$ cat config.mk
export PLATFORM = sky130hd
export DESIGN_NAME = cmd_serial_if
export DESIGN_NICKNAME = d
export VERILOG_FILES = /design/src/rtl/cmd_serial_pkg.sv /design/src/rtl/cmd_sync.sv /design/src/rtl/cmd_frame.sv /design/src/rtl/cmd_latch.sv /design/src/rtl/cmd_readout.sv /design/src/rtl/cmd_serial_if.sv
export SDC_FILE = /design/constraint.sdc
export NUM_CORES = 1
export LEC_CHECK = 0
export ABC_AREA = 1
export BUFFER_PORTS_ARGS = -buffer_cell sky130_fd_sc_hd__buf_2
export CAP_MARGIN = 5
export CORE_ASPECT_RATIO = 2
export CORE_MARGIN = 2
export CORE_UTILIZATION = 50
export CTS_BUF_LIST = sky130_fd_sc_hd__clkbuf_4
export CTS_CLUSTER_DIAMETER = 60
export DETAILED_ROUTE_END_ITERATION = 7
export PLACE_DENSITY = 0.71
export RECOVER_POWER = 50
export SLEW_MARGIN = 40
export SYNTH_ARGS = -nofsm -noshare
export SYNTH_HDL_FRONTEND = slang
export SYNTH_SLANG_ARGS = --single-unit
$ cat constraint.sdc
create_clock -name clk_i -period 2.5 [get_ports clk_i]
set_clock_uncertainty 0.2 [all_clocks]
set_input_delay 0.125 -clock clk_i [delete_from_list [all_inputs] [get_ports clk_i]]
set_output_delay 0.125 -clock clk_i [all_outputs]
set_load 0.1 [all_outputs]
$ cat src/rtl/cmd_serial_pkg.sv
package cmd_serial_pkg;
  localparam int ADDR_W = 8;

  typedef enum logic [1:0] {
    M_ADDR  = 2'd0,
    M_WRITE = 2'd1,
    M_READ  = 2'd2,
    M_SKIP  = 2'd3
  } mode_e;

  localparam logic [1:0] TAG_G1 = 2'b01;
  localparam logic [1:0] TAG_G2 = 2'b10;
endpackage

$ cat src/rtl/cmd_sync.sv
module cmd_sync #(
  parameter int W      = 3,
  parameter int STAGES = 2
) (
  input  logic         clk_i,
  input  logic         rst_ni,
  input  logic [W-1:0] d_i,
  output logic [W-1:0] q_o,
  output logic [W-1:0] q_prev_o
);
  logic [STAGES-1:0][W-1:0] st_q;
  logic [W-1:0]             prev_q;

  generate
    if (STAGES == 1) begin : g_one
      always_ff @(posedge clk_i or negedge rst_ni) begin
        if (!rst_ni) st_q <= '0;
        else         st_q <= d_i;
      end
    end else begin : g_many
      always_ff @(posedge clk_i or negedge rst_ni) begin
        if (!rst_ni) st_q <= '0;
        else         st_q <= {st_q[STAGES-2:0], d_i};
      end
    end
  endgenerate

  always_ff @(posedge clk_i or negedge rst_ni) begin
    if (!rst_ni) prev_q <= '0;
    else         prev_q <= st_q[STAGES-1];
  end

  assign q_o      = st_q[STAGES-1];
  assign q_prev_o = prev_q;
endmodule

$ cat src/rtl/cmd_frame.sv
module cmd_frame
  import cmd_serial_pkg::*;
#(
  parameter int              SEG_W   = 41,
  parameter int              DIM_W   = 10,
  parameter int              FRAME_W = 64,
  parameter int              RD_W    = 31,
  parameter logic [ADDR_W-1:0] WR_ADDR = 8'h8E,
  parameter logic [ADDR_W-1:0] RD_ADDR = 8'h8F
) (
  input  logic             clk_i,
  input  logic             rst_ni,
  input  logic             ce_s_i,
  input  logic             sdi_s_i,
  input  logic             sclk_rise_i,
  input  logic             sclk_fall_i,
  input  logic             ce_rise_i,
  input  logic             ce_fall_i,
  output logic [SEG_W-1:0] seg_o,
  output logic [1:0]       slp_o,
  output logic [DIM_W-1:0] dim_o,
  output logic [1:0]       tag_o,
  output logic             wr_commit_o,
  output logic             rd_load_o,
  output logic             rd_shift_o,
  output logic             rd_active_o,
  output logic             rd_done_o
);
  localparam int CNT_W   = $clog2(FRAME_W + 2);
  localparam int SLP_LSB = SEG_W;
  localparam int DIM_LSB = SEG_W + 2;
  localparam int TAG_LSB = FRAME_W - 2;
  localparam logic [CNT_W-1:0] CNT_FULL = CNT_W'(FRAME_W);
  localparam logic [CNT_W-1:0] CNT_SAT  = CNT_W'(FRAME_W + 1);
  localparam logic [CNT_W-1:0] CNT_RD   = CNT_W'(RD_W);

  mode_e               mode_q;
  logic [ADDR_W-1:0]   addr_q;
  logic [FRAME_W-1:0]  sh_q;
  logic [CNT_W-1:0]    cnt_q;
  logic                cnt_step;

  assign cnt_step = ((mode_q == M_WRITE) && sclk_rise_i) ||
                    ((mode_q == M_READ)  && sclk_fall_i);

  always_ff @(posedge clk_i or negedge rst_ni) begin
    if (!rst_ni) begin
      mode_q <= M_ADDR;
      addr_q <= '0;
      sh_q   <= '0;
      cnt_q  <= '0;
    end else if (ce_fall_i) begin
      mode_q <= M_ADDR;
      addr_q <= '0;
      cnt_q  <= '0;
    end else if (ce_rise_i && mode_q == M_ADDR) begin
      cnt_q <= '0;
      if (addr_q == WR_ADDR)      mode_q <= M_WRITE;
      else if (addr_q == RD_ADDR) mode_q <= M_READ;
      else                        mode_q <= M_SKIP;
    end else begin
      if (mode_q == M_ADDR && !ce_s_i && sclk_rise_i)
        addr_q <= {sdi_s_i, addr_q[ADDR_W-1:1]};
      if (mode_q == M_WRITE && sclk_rise_i)
        sh_q <= {sdi_s_i, sh_q[FRAME_W-1:1]};
      if (cnt_step && cnt_q != CNT_SAT)
        cnt_q <= cnt_q + 1'b1;
    end
  end

  assign seg_o       = sh_q[SEG_W-1:0];
  assign slp_o       = sh_q[SLP_LSB +: 2];
  assign dim_o       = sh_q[DIM_LSB +: DIM_W];
  assign tag_o       = sh_q[TAG_LSB +: 2];
  assign wr_commit_o = ce_fall_i && (mode_q == M_WRITE) && (cnt_q == CNT_FULL);
  assign rd_load_o   = ce_rise_i && (mode_q == M_ADDR) && (addr_q == RD_ADDR);
  assign rd_active_o = (mode_q == M_READ);
  assign rd_shift_o  = rd_active_o && sclk_fall_i;
  assign rd_done_o   = ce_fall_i && rd_active_o && (cnt_q >= CNT_RD);
endmodule

$ cat src/rtl/cmd_latch.sv
module cmd_latch
  import cmd_serial_pkg::*;
#(
  parameter int SEG_W = 41,
  parameter int DIM_W = 10
) (
  input  logic             clk_i,
  input  logic             rst_ni,
  input  logic             commit_i,
  input  logic [SEG_W-1:0] seg_i,
  input  logic [1:0]       slp_i,
  input  logic [DIM_W-1:0] dim_i,
  input  logic [1:0]       tag_i,
  output logic [SEG_W-1:0] seg_g1_o,
  output logic [SEG_W-1:0] seg_g2_o,
  output logic [1:0]       sleep_o,
  output logic [DIM_W-1:0] dimmer_o
);
  logic tag_ok;
  assign tag_ok = (tag_i == TAG_G1) || (tag_i == TAG_G2);

  always_ff @(posedge clk_i or negedge rst_ni) begin
    if (!rst_ni) begin
      seg_g1_o <= '0;
      seg_g2_o <= '0;
      sleep_o  <= '0;
      dimmer_o <= '0;
    end else if (commit_i && tag_ok) begin
      if (tag_i == TAG_G1) seg_g1_o <= seg_i;
      else                 seg_g2_o <= seg_i;
      sleep_o  <= slp_i;
      dimmer_o <= dim_i;
    end
  end
endmodule

$ cat src/rtl/cmd_readout.sv
module cmd_readout #(
  parameter int KEY_W = 30
) (
  input  logic             clk_i,
  input  logic             rst_ni,
  input  logic             blank_ni,
  input  logic             ce_s_i,
  input  logic             load_i,
  input  logic             shift_i,
  input  logic             active_i,
  input  logic [KEY_W-1:0] key_data_i,
  input  logic             sleep_ack_i,
  input  logic             key_req_i,
  output logic             sdo_o
);
  localparam int RD_W = KEY_W + 1;

  logic [RD_W-1:0] sh_q;
  logic            sdo_d;

  always_ff @(posedge clk_i or negedge rst_ni) begin
    if (!rst_ni)      sh_q <= '1;
    else if (load_i)  sh_q <= {sleep_ack_i, key_data_i};
    else if (shift_i) sh_q <= {1'b1, sh_q[RD_W-1:1]};
  end

  always_comb begin
    if (!blank_ni)     sdo_d = 1'b1;
    else if (active_i) sdo_d = sh_q[0];
    else if (ce_s_i)   sdo_d = 1'b1;
    else               sdo_d = !key_req_i;
  end

  always_ff @(posedge clk_i or negedge rst_ni) begin
    if (!rst_ni) sdo_o <= 1'b1;
    else         sdo_o <= sdo_d;
  end
endmodule

$ cat src/rtl/cmd_serial_if.sv
module cmd_serial_if
  import cmd_serial_pkg::*;
#(
  parameter int              SEG_W       = 41,
  parameter int              KEY_W       = 30,
  parameter int              DIM_W       = 10,
  parameter int              FRAME_W     = 64,
  parameter int              SYNC_STAGES = 2,
  parameter logic [ADDR_W-1:0] WR_ADDR   = 8'h8E,
  parameter logic [ADDR_W-1:0] RD_ADDR   = 8'h8F
) (
  input  logic             clk_i,
  input  logic             rst_ni,
  input  logic             blank_ni,
  input  logic             sclk_i,
  input  logic             ce_i,
  input  logic             sdi_i,
  output logic             sdo_o,
  input  logic [KEY_W-1:0] key_data_i,
  input  logic             key_req_i,
  output logic [SEG_W-1:0] seg_g1_o,
  output logic [SEG_W-1:0] seg_g2_o,
  output logic [1:0]       sleep_o,
  output logic [DIM_W-1:0] dimmer_o,
  output logic             read_done_o
);
  localparam int RD_W = KEY_W + 1;

  logic [2:0] pins_s, pins_p;
  logic sclk_s, ce_s, sdi_s;
  logic sclk_rise, sclk_fall, ce_rise, ce_fall;
  logic [SEG_W-1:0] f_seg;
  logic [1:0]       f_slp, f_tag;
  logic [DIM_W-1:0] f_dim;
  logic wr_commit, rd_load, rd_shift, rd_active, rd_done;

  cmd_sync #(.W(3), .STAGES(SYNC_STAGES)) u_sync (
    .clk_i    (clk_i),
    .rst_ni   (rst_ni),
    .d_i      ({sdi_i, ce_i, sclk_i}),
    .q_o      (pins_s),
    .q_prev_o (pins_p)
  );

  assign sclk_s    = pins_s[0];
  assign ce_s      = pins_s[1];
  assign sdi_s     = pins_s[2];
  assign sclk_rise = sclk_s & ~pins_p[0];
  assign sclk_fall = ~sclk_s & pins_p[0];
  assign ce_rise   = ce_s & ~pins_p[1];
  assign ce_fall   = ~ce_s & pins_p[1];

  cmd_frame #(
    .SEG_W(SEG_W), .DIM_W(DIM_W), .FRAME_W(FRAME_W), .RD_W(RD_W),
    .WR_ADDR(WR_ADDR), .RD_ADDR(RD_ADDR)
  ) u_frame (
    .clk_i       (clk_i),
    .rst_ni      (rst_ni),
    .ce_s_i      (ce_s),
    .sdi_s_i     (sdi_s),
    .sclk_rise_i (sclk_rise),
    .sclk_fall_i (sclk_fall),
    .ce_rise_i   (ce_rise),
    .ce_fall_i   (ce_fall),
    .seg_o       (f_seg),
    .slp_o       (f_slp),
    .dim_o       (f_dim),
    .tag_o       (f_tag),
    .wr_commit_o (wr_commit),
    .rd_load_o   (rd_load),
    .rd_shift_o  (rd_shift),
    .rd_active_o (rd_active),
    .rd_done_o   (rd_done)
  );

  cmd_latch #(.SEG_W(SEG_W), .DIM_W(DIM_W)) u_latch (
    .clk_i    (clk_i),
    .rst_ni   (rst_ni),
    .commit_i (wr_commit),
    .seg_i    (f_seg),
    .slp_i    (f_slp),
    .dim_i    (f_dim),
    .tag_i    (f_tag),
    .seg_g1_o (seg_g1_o),
    .seg_g2_o (seg_g2_o),
    .sleep_o  (sleep_o),
    .dimmer_o (dimmer_o)
  );

  cmd_readout #(.KEY_W(KEY_W)) u_readout (
    .clk_i       (clk_i),
    .rst_ni      (rst_ni),
    .blank_ni    (blank_ni),
    .ce_s_i      (ce_s),
    .load_i      (rd_load),
    .shift_i     (rd_shift),
    .active_i    (rd_active),
    .key_data_i  (key_data_i),
    .sleep_ack_i (|sleep_o),
    .key_req_i   (key_req_i),
    .sdo_o       (sdo_o)
  );

  always_ff @(posedge clk_i or negedge rst_ni) begin
    if (!rst_ni) read_done_o <= 1'b0;
    else         read_done_o <= rd_done & blank_ni;
  end
endmodule

==> impl_results.md, run 1 <==
- Worst hold-check slack: approximately 0.14 ns
- Total number of vias: 6,988
- Critical path buffer and inverter count: 1
- Main synth FF type: dfrtp_1
- Width of the die: 97.8 um
- Final hold vios: 0
- Post-synth top area cell: dfrtp_1
- Crit path cell chain: clkbuf_1
- CP required: 2.17 ns
- Max VDD drop: ~0.45 mV
- TritonCTS clock tree: done
- Slowest stage delay, CP: about 0.9 ns
- Register area share after synthesis: between 60% and 70%
- Worst setup EP type: output port
- Wire length of the first global-routing pass: between 30 and 40 mm
- Routed vias/inst: approximately 5
- Post-route cell area: 0.0106 mm^2
- Die ar.: between 0.015 and 0.02 mm^2
- Io pins: 133
- EDFF count, synth: 0
- Row cnt: between 60 and 70
- Final Cycle Share: 86.7%
- Clk buf depth: 3
- Area Growth Syn to Fin: 20.8%
- Outcome: finished clean
- Minimum clock period: ~2.2 ns
- Nets: ~1,200
- Routed len/inst: around 14 um
- Setup crit start kind: register
- Avg Cell Area, Syn: 9.20 um^2
- Synth Warn #: 0
- Leakage power: 5.17 nW
- Setup TNS: 0 ns
- Multi-input gate area: 0.00277 mm^2
- Synth Net Count: roughly 1,000
- Yosys cell types: 23
- Critical Path Slowest Stage Cell: clkbuf_1
- Placeable Area: between 0.015 and 0.02 mm^2
- Fmax: ~460 MHz
- Starting Density: 50.9%
- Num Clock Sinks: roughly 220
- Delay-heaviest family, CP: buffers and inverters
- Hold Crit Class: primary input to register
- Worst-path maximum fanout: 2
- Layout cells sized above 1: about a fifth
- CP startpoint: u_latch.seg_g1_o[18]
- #FFs+latches synth: approximately 220
- Endpoints failing setup: 0
- DRT iter0 DRCs: 240
- Setup Fix Bufs, Post-CTS: 0
- Max cap viols: 0
- TritonRoute pass-1 iters: 4
- Post-layout util: roughly three fifths
- Ys async rst share: 100%
- Tot GR Track Use: between 20% and 30%
- Pins Over Slew Limit: 0
- Placer Congestion: roughly 0.87
- Mapped Area: 0.00879 mm^2
- I/O Buffers: between 100 and 150
- Sequential Area: roughly 0.0054 mm^2
- Clock slew seen by the registers of the worst setup and hold paths: approximately 0.07 ns
- Kind of critical path: register to output port
- Power, Total: 7.80 mW
- Post-synth top area share: between 50% and 60%
- Initial antenna violation count: 1
- Clk_lat worst skew: a little over 0.6 ns
- Post-CTS sizing: 0
- Cells after Synth: between 900 and 1,000
- Cell area power density: between 700 and 800 mW/mm^2
- Critical Path AT: roughly 1.8 ns
- Hold_sp: key_req_i
- H-tree depth: 2
- Routed WL: just under 20 mm
- Total congestion overflow: 0
- Die height: ~190 um
- R2R Path Start: u_frame.mode_q[1]
- Top post-synthesis cells by count: nand2_1, dfrtp_1, o21ai_1, inv_1, o21ai_0
- DP HPWL: 12.9 mm
- Hold buffers post-CTS: 42
- Vias in the first global route: 7,223
- Rel. slew slack: about a fifth
- Fillers: between 1,500 and 2,000
- Largest net degree at the start of global routing: 71
- Slew @ Worst Pin: ~1.2 ns
- Residual DRC: 0
- Most common cell in the synthesized netlist: nand2_1
- Antenna-violating nets left: 0
- CTS Root Cell: clkbuf_4
- Placed Area: 0.00971 mm^2
- Ranking of synthesized cells by area: dfrtp_1, nand2_1, dfstp_2, o21ai_1, inv_1
- RSZ-0062 raised after global routing: false
- TritonCTS Buffers: 48
## state kept, by name, summed over array words and instances, names as in the netlist
name / flops
read_done_o: 1
u_frame.addr_q: 8
u_frame.cnt_q: 7
u_frame.mode_q: 2
u_frame.sh_q: 64
u_latch.dimmer_o: 10
u_latch.seg_g1_o: 41
u_latch.seg_g2_o: 41
u_latch.sleep_o: 2
u_readout.sdo_o: 1
u_readout.sh_q: 31
u_sync.q_o: 3
u_sync.q_prev_o: 2
u_sync.st_q: 3
## per-stage QoR
stage	instances	setup WS, ns
after CTS	1390	0.532
after detailed placement	1264	0.562
after floorplan	956	0.770
after global placement	1264	0.607
final	1391	0.333
after global routing	1391	0.172
## final timing paths
kind                                           to  slack (ns)  depth (start not counted)
min in group asynchronous       u_readout.sh_q[3]        0.45                          3
worst max-delay path                 seg_g1_o[18]        0.33                          1
worst min register to register      u_sync.q_o[2]        0.16                          0
max in group asynchronous         u_frame.sh_q[9]        0.46                          4
worst min-delay path              u_readout.sdo_o        0.14                          5
worst max register to register  u_readout.sh_q[7]        0.42                          8
## layout by cell type (no fill, tap or decap), types with 9 or more instances in the layout
cell | netlist | routed
nand2_1 | 301 | 301
dfrtp_1 | 184 | 184
o21ai_1 | 106 | 106
buf_2 | 40 | 103
inv_1 | 81 | 81
clkbuf_4 | 0 | 67
o21ai_0 | 57 | 57
nand3_1 | 53 | 54
dlygate4sd3_1 | 0 | 41
dfstp_2 | 32 | 32
nand3b_1 | 29 | 29
clkbuf_1 | 12 | 28
nor2_1 | 17 | 17
clkinv_1 | 0 | 14
buf_4 | 0 | 9
## worst reg2reg max path, stage by stage, from the launching register on
cell     delay, ns
dfrtp_1       0.38
inv_1         0.06
nor2_1        0.20
nand2_1       0.32
inv_2         0.51
nand2_1       0.14
nand2_1       0.09
nand2_1       0.06
nand2_1       0.06
## power by group
| part | internal, mW | switching [mW] | total (mW) |
|---|---|---|---|
| Sequential | 4.05 | 0.231 | 4.29 |
| Clock | 1.21 | 1.34 | 2.55 |
| Combinational | 0.382 | 0.586 | 0.968 |
| Total | 5.65 | 2.15 | 7.80 |
## cell type report
cell class	count	share of cell area (%)
diodes	1	0.0236
clock buffers	65	4.59
repair buffers	192	11.8
inverters	88	3.11
multi-input cells	600	26.0
clock inverters	19	0.730
flip-flops and latches	216	51.3
well taps	210	2.47
## logic make-up (layout without fill, tap and decap cells)
logic type	count (synthesis)	count (layout)	synth area share (%)
fa+ha+maj	4	4	0.569
flops	216	216	61.9
other cells	0	1	0
simple gates	421	421	20.8
xor+xnor	1	1	0.0996
buf+inv	140	364	6.55
compound gates	174	174	10.0
## metal layers
metal / vias up / routed length [um] / global-route usage, %
li1: 3464 / - / -
met1: 3309 / 7840 / 26.1
met2: 174 / 10400 / 38.8
met3: 41 / 862 / 3.99
met4: 0 / 582 / 9.56
met5: - / 0 / 0
Note: power is estimated with default switching activity, not from simulation.
==> run 2, diff against run 1 <==
--- a/config.mk
+++ b/config.mk
@@ -10,11 +10,12 @@
 export CAP_MARGIN = 5
 export CORE_ASPECT_RATIO = 2
 export CORE_MARGIN = 2
-export CORE_UTILIZATION = 50
+export CORE_UTILIZATION = 59
 export CTS_BUF_LIST = sky130_fd_sc_hd__clkbuf_4
 export CTS_CLUSTER_DIAMETER = 60
 export DETAILED_ROUTE_END_ITERATION = 7
-export PLACE_DENSITY = 0.71
+export MAX_ROUTING_LAYER = met4
+export PLACE_DENSITY = 0.82
 export RECOVER_POWER = 50
 export SLEW_MARGIN = 40
 export SYNTH_ARGS = -nofsm -noshare
==> impl_results.md, run 2 (synthesis results as in run 1) <==
- Outcome: finished clean
- Routed vias/inst: 5.17 (+2.9%)
- DRT iter0 DRCs: 439 (+83%)
- Placer Congestion: 0.833 (-4.4%)
- DP HPWL: 12.7 mm (-2.0%)
- TritonCTS Buffers: 48 (unchanged)
- Critical path buffer and inverter count: 1 (unchanged)
- Delay-heaviest family, CP: buffers and inverters
- RSZ-0062 raised after global routing: false
- CP required: 2.17 ns (about the same)
- Clk buf depth: 3 (unchanged)
- Layout cells sized above 1: 20.9% (+0.54 points)
- Most common cell after layout, fill and taps aside: nand2_1
- Rel. slew slack: 14.4% (-6.3 points)
- Routed WL: 19.9 mm (+1.4%)
- Top Registers: u_frame.sh_q x64, u_latch.seg_g1_o x41, u_latch.seg_g2_o x41
- Wire length of the first global-routing pass: 33.9 mm (+0.35%)
- Largest net degree at the start of global routing: 129 (+82%)
- Cell area power density: 766 mW/mm^2 (+4.3%)
- Starting Density: 59.6% (+8.7 points)
- TritonCTS clock tree: done
- Fmax: 453 MHz (-1.8%)
- Num Clock Sinks: 216 (unchanged)
- TritonRoute pass-1 iters: 5 (+1)
- Minimum clock period: 2.21 ns (+0.0404 ns)
- Max VDD drop: 0.672 mV (+49%)
- Residual DRC: 0 (unchanged)
- Max reg flops: 64 (unchanged)
- Post-route cell area: 0.0107 mm^2 (+0.51%)
- Area Growth Syn to Fin: 21.4%
- Row cnt: 63 (-7.4%)
- Inst Count DP: 1,245 (-1.5%)
- Worst setup EP type: output port
- Biggest register: u_frame.sh_q
- Total number of vias: 7,104 (+1.7%)
- I/O Buffers: 132 (unchanged)
- Total congestion overflow: 0 (unchanged)
- Die height: 177 um (-7.8%)
- Placeable Area: 0.0147 mm^2 (-15%)
- Slew @ Worst Pin: 1.28 ns (+0.0888 ns)
- H-tree depth: 2 (unchanged)
- Die ar.: 0.0160 mm^2 (-15%)
- Reg2Reg Setup Slack: 0.39 ns (-0.03 ns)
- Initial antenna violation count: 1 (unchanged)
- Kind of critical path: register to output port
- Endpoints failing setup: 0 (unchanged)
- Fin cells: 1,374 (-1.2%)
- Max cap viols: 0 (unchanged)
- Pins Over Slew Limit: 0 (unchanged)
- Setup TNS: 0 ns (unchanged)
- Routed len/inst: 14.5 um (+2.6%)
- Nets: 1,183 (-0.34%)
- Io pins: 133 (unchanged)
- Critical Path AT: 1.88 ns (+0.04 ns)
- Crit path cell chain: clkbuf_1
- Hold Crit Class: primary input to register
- Post-CTS sizing: 0 (unchanged)
- Final hold vios: 0 (unchanged)
- Width of the die: 90.3 um (-7.6%)
- Setup crit start kind: register
- Worst-path maximum fanout: 2 (unchanged)
- CTS Root Cell: clkbuf_4
- Clk_lat worst skew: 0.63 ns (about the same)
- Final Cycle Share: 88.3% (+1.6 points)
- Leakage power: 5.19 nW (+0.48%)
- Critical Path Slowest Stage Cell: clkbuf_1
- Placed Area: 0.00963 mm^2 (-0.77%)
- Vias in the first global route: 7,410 (+2.6%)
- Most frequent cells in the layout: nand2_1, dfrtp_1, o21ai_1, buf_2, inv_1
- Antenna-violating nets left: 0 (unchanged)
- Fillers: 1,119 (-26%)
- Tot GR Track Use: 26.6% (+4.7 points)
- Slowest stage delay, CP: 0.94 ns (+0.06 ns)
- Clock slew seen by the registers of the worst setup and hold paths: 0.07 ns (about the same)
[run 2: cell type report]
cell class              instances  area, um^2  area share (%)
flip-flops and latches        216        5450            51.0
diodes                          1        2.50          0.0234
inverters                      88         330            3.09
multi-input cells             600        2770            25.9
repair buffers                188        1220            11.5
clock buffers                  76         571            5.34
clock inverters                10        93.8           0.879
well taps                     195         244            2.28
[run 2: final timing paths]
check / cells after the start / startpoint / to
setup / recovery: 1 / u_latch.seg_g1_o[30] / seg_g1_o[30]
hold / removal: 5 / key_req_i / u_readout.sdo_o
setup reg to reg: 7 / u_frame.cnt_q[0] / u_latch.dimmer_o[7]
hold reg to reg: 0 / u_sync.st_q[0] / u_sync.q_o[0]
max in group asynchronous: 4 / rst_ni / u_latch.dimmer_o[8]
min in group asynchronous: 3 / rst_ni / u_readout.sh_q[4]
[run 2: timing repair]
action,in CTS,in global routing
endpoints found under the hold margin,230,0
buffers inserted,0,0
hold buffers,42,0
[run 2: power breakdown]
part | switching (mW) | total (mW) | leakage, nW | internal, mW
registers | 0.226 | 4.28 | 2.86 | 4.05
logic | 0.611 | 0.991 | 1.94 | 0.380
clock network | 1.32 | 2.91 | 0.392 | 1.58
total | 2.16 | 8.18 | 5.19 | 6.02
[run 2: routing by layer]
| metal | global-route usage [%] | up-vias | wire, um |
|---|---|---|---|
| met3 | 4.51 | 45 | 947 |
| met4 | 11.4 | 0 | 669 |
| met5 | - | - | 0 |
| li1 | - | 3464 | - |
| met1 | 30.5 | 3400 | 7940 |
| met2 | 46.1 | 195 | 10400 |
[run 2: metrics by stage]
step                      worst slack, ns  total power, mW  utilization, %  hold WS (ns)
after floorplan                     0.770             4.97               -        -0.371
after global routing                0.158             8.62            72.4         0.123
after CTS                           0.403             8.26            72.8        0.0739
after global placement              0.541             5.20            65.3       -0.0417
final                               0.293             8.18            72.4         0.117
after detailed placement            0.421             5.26            65.3       -0.0353
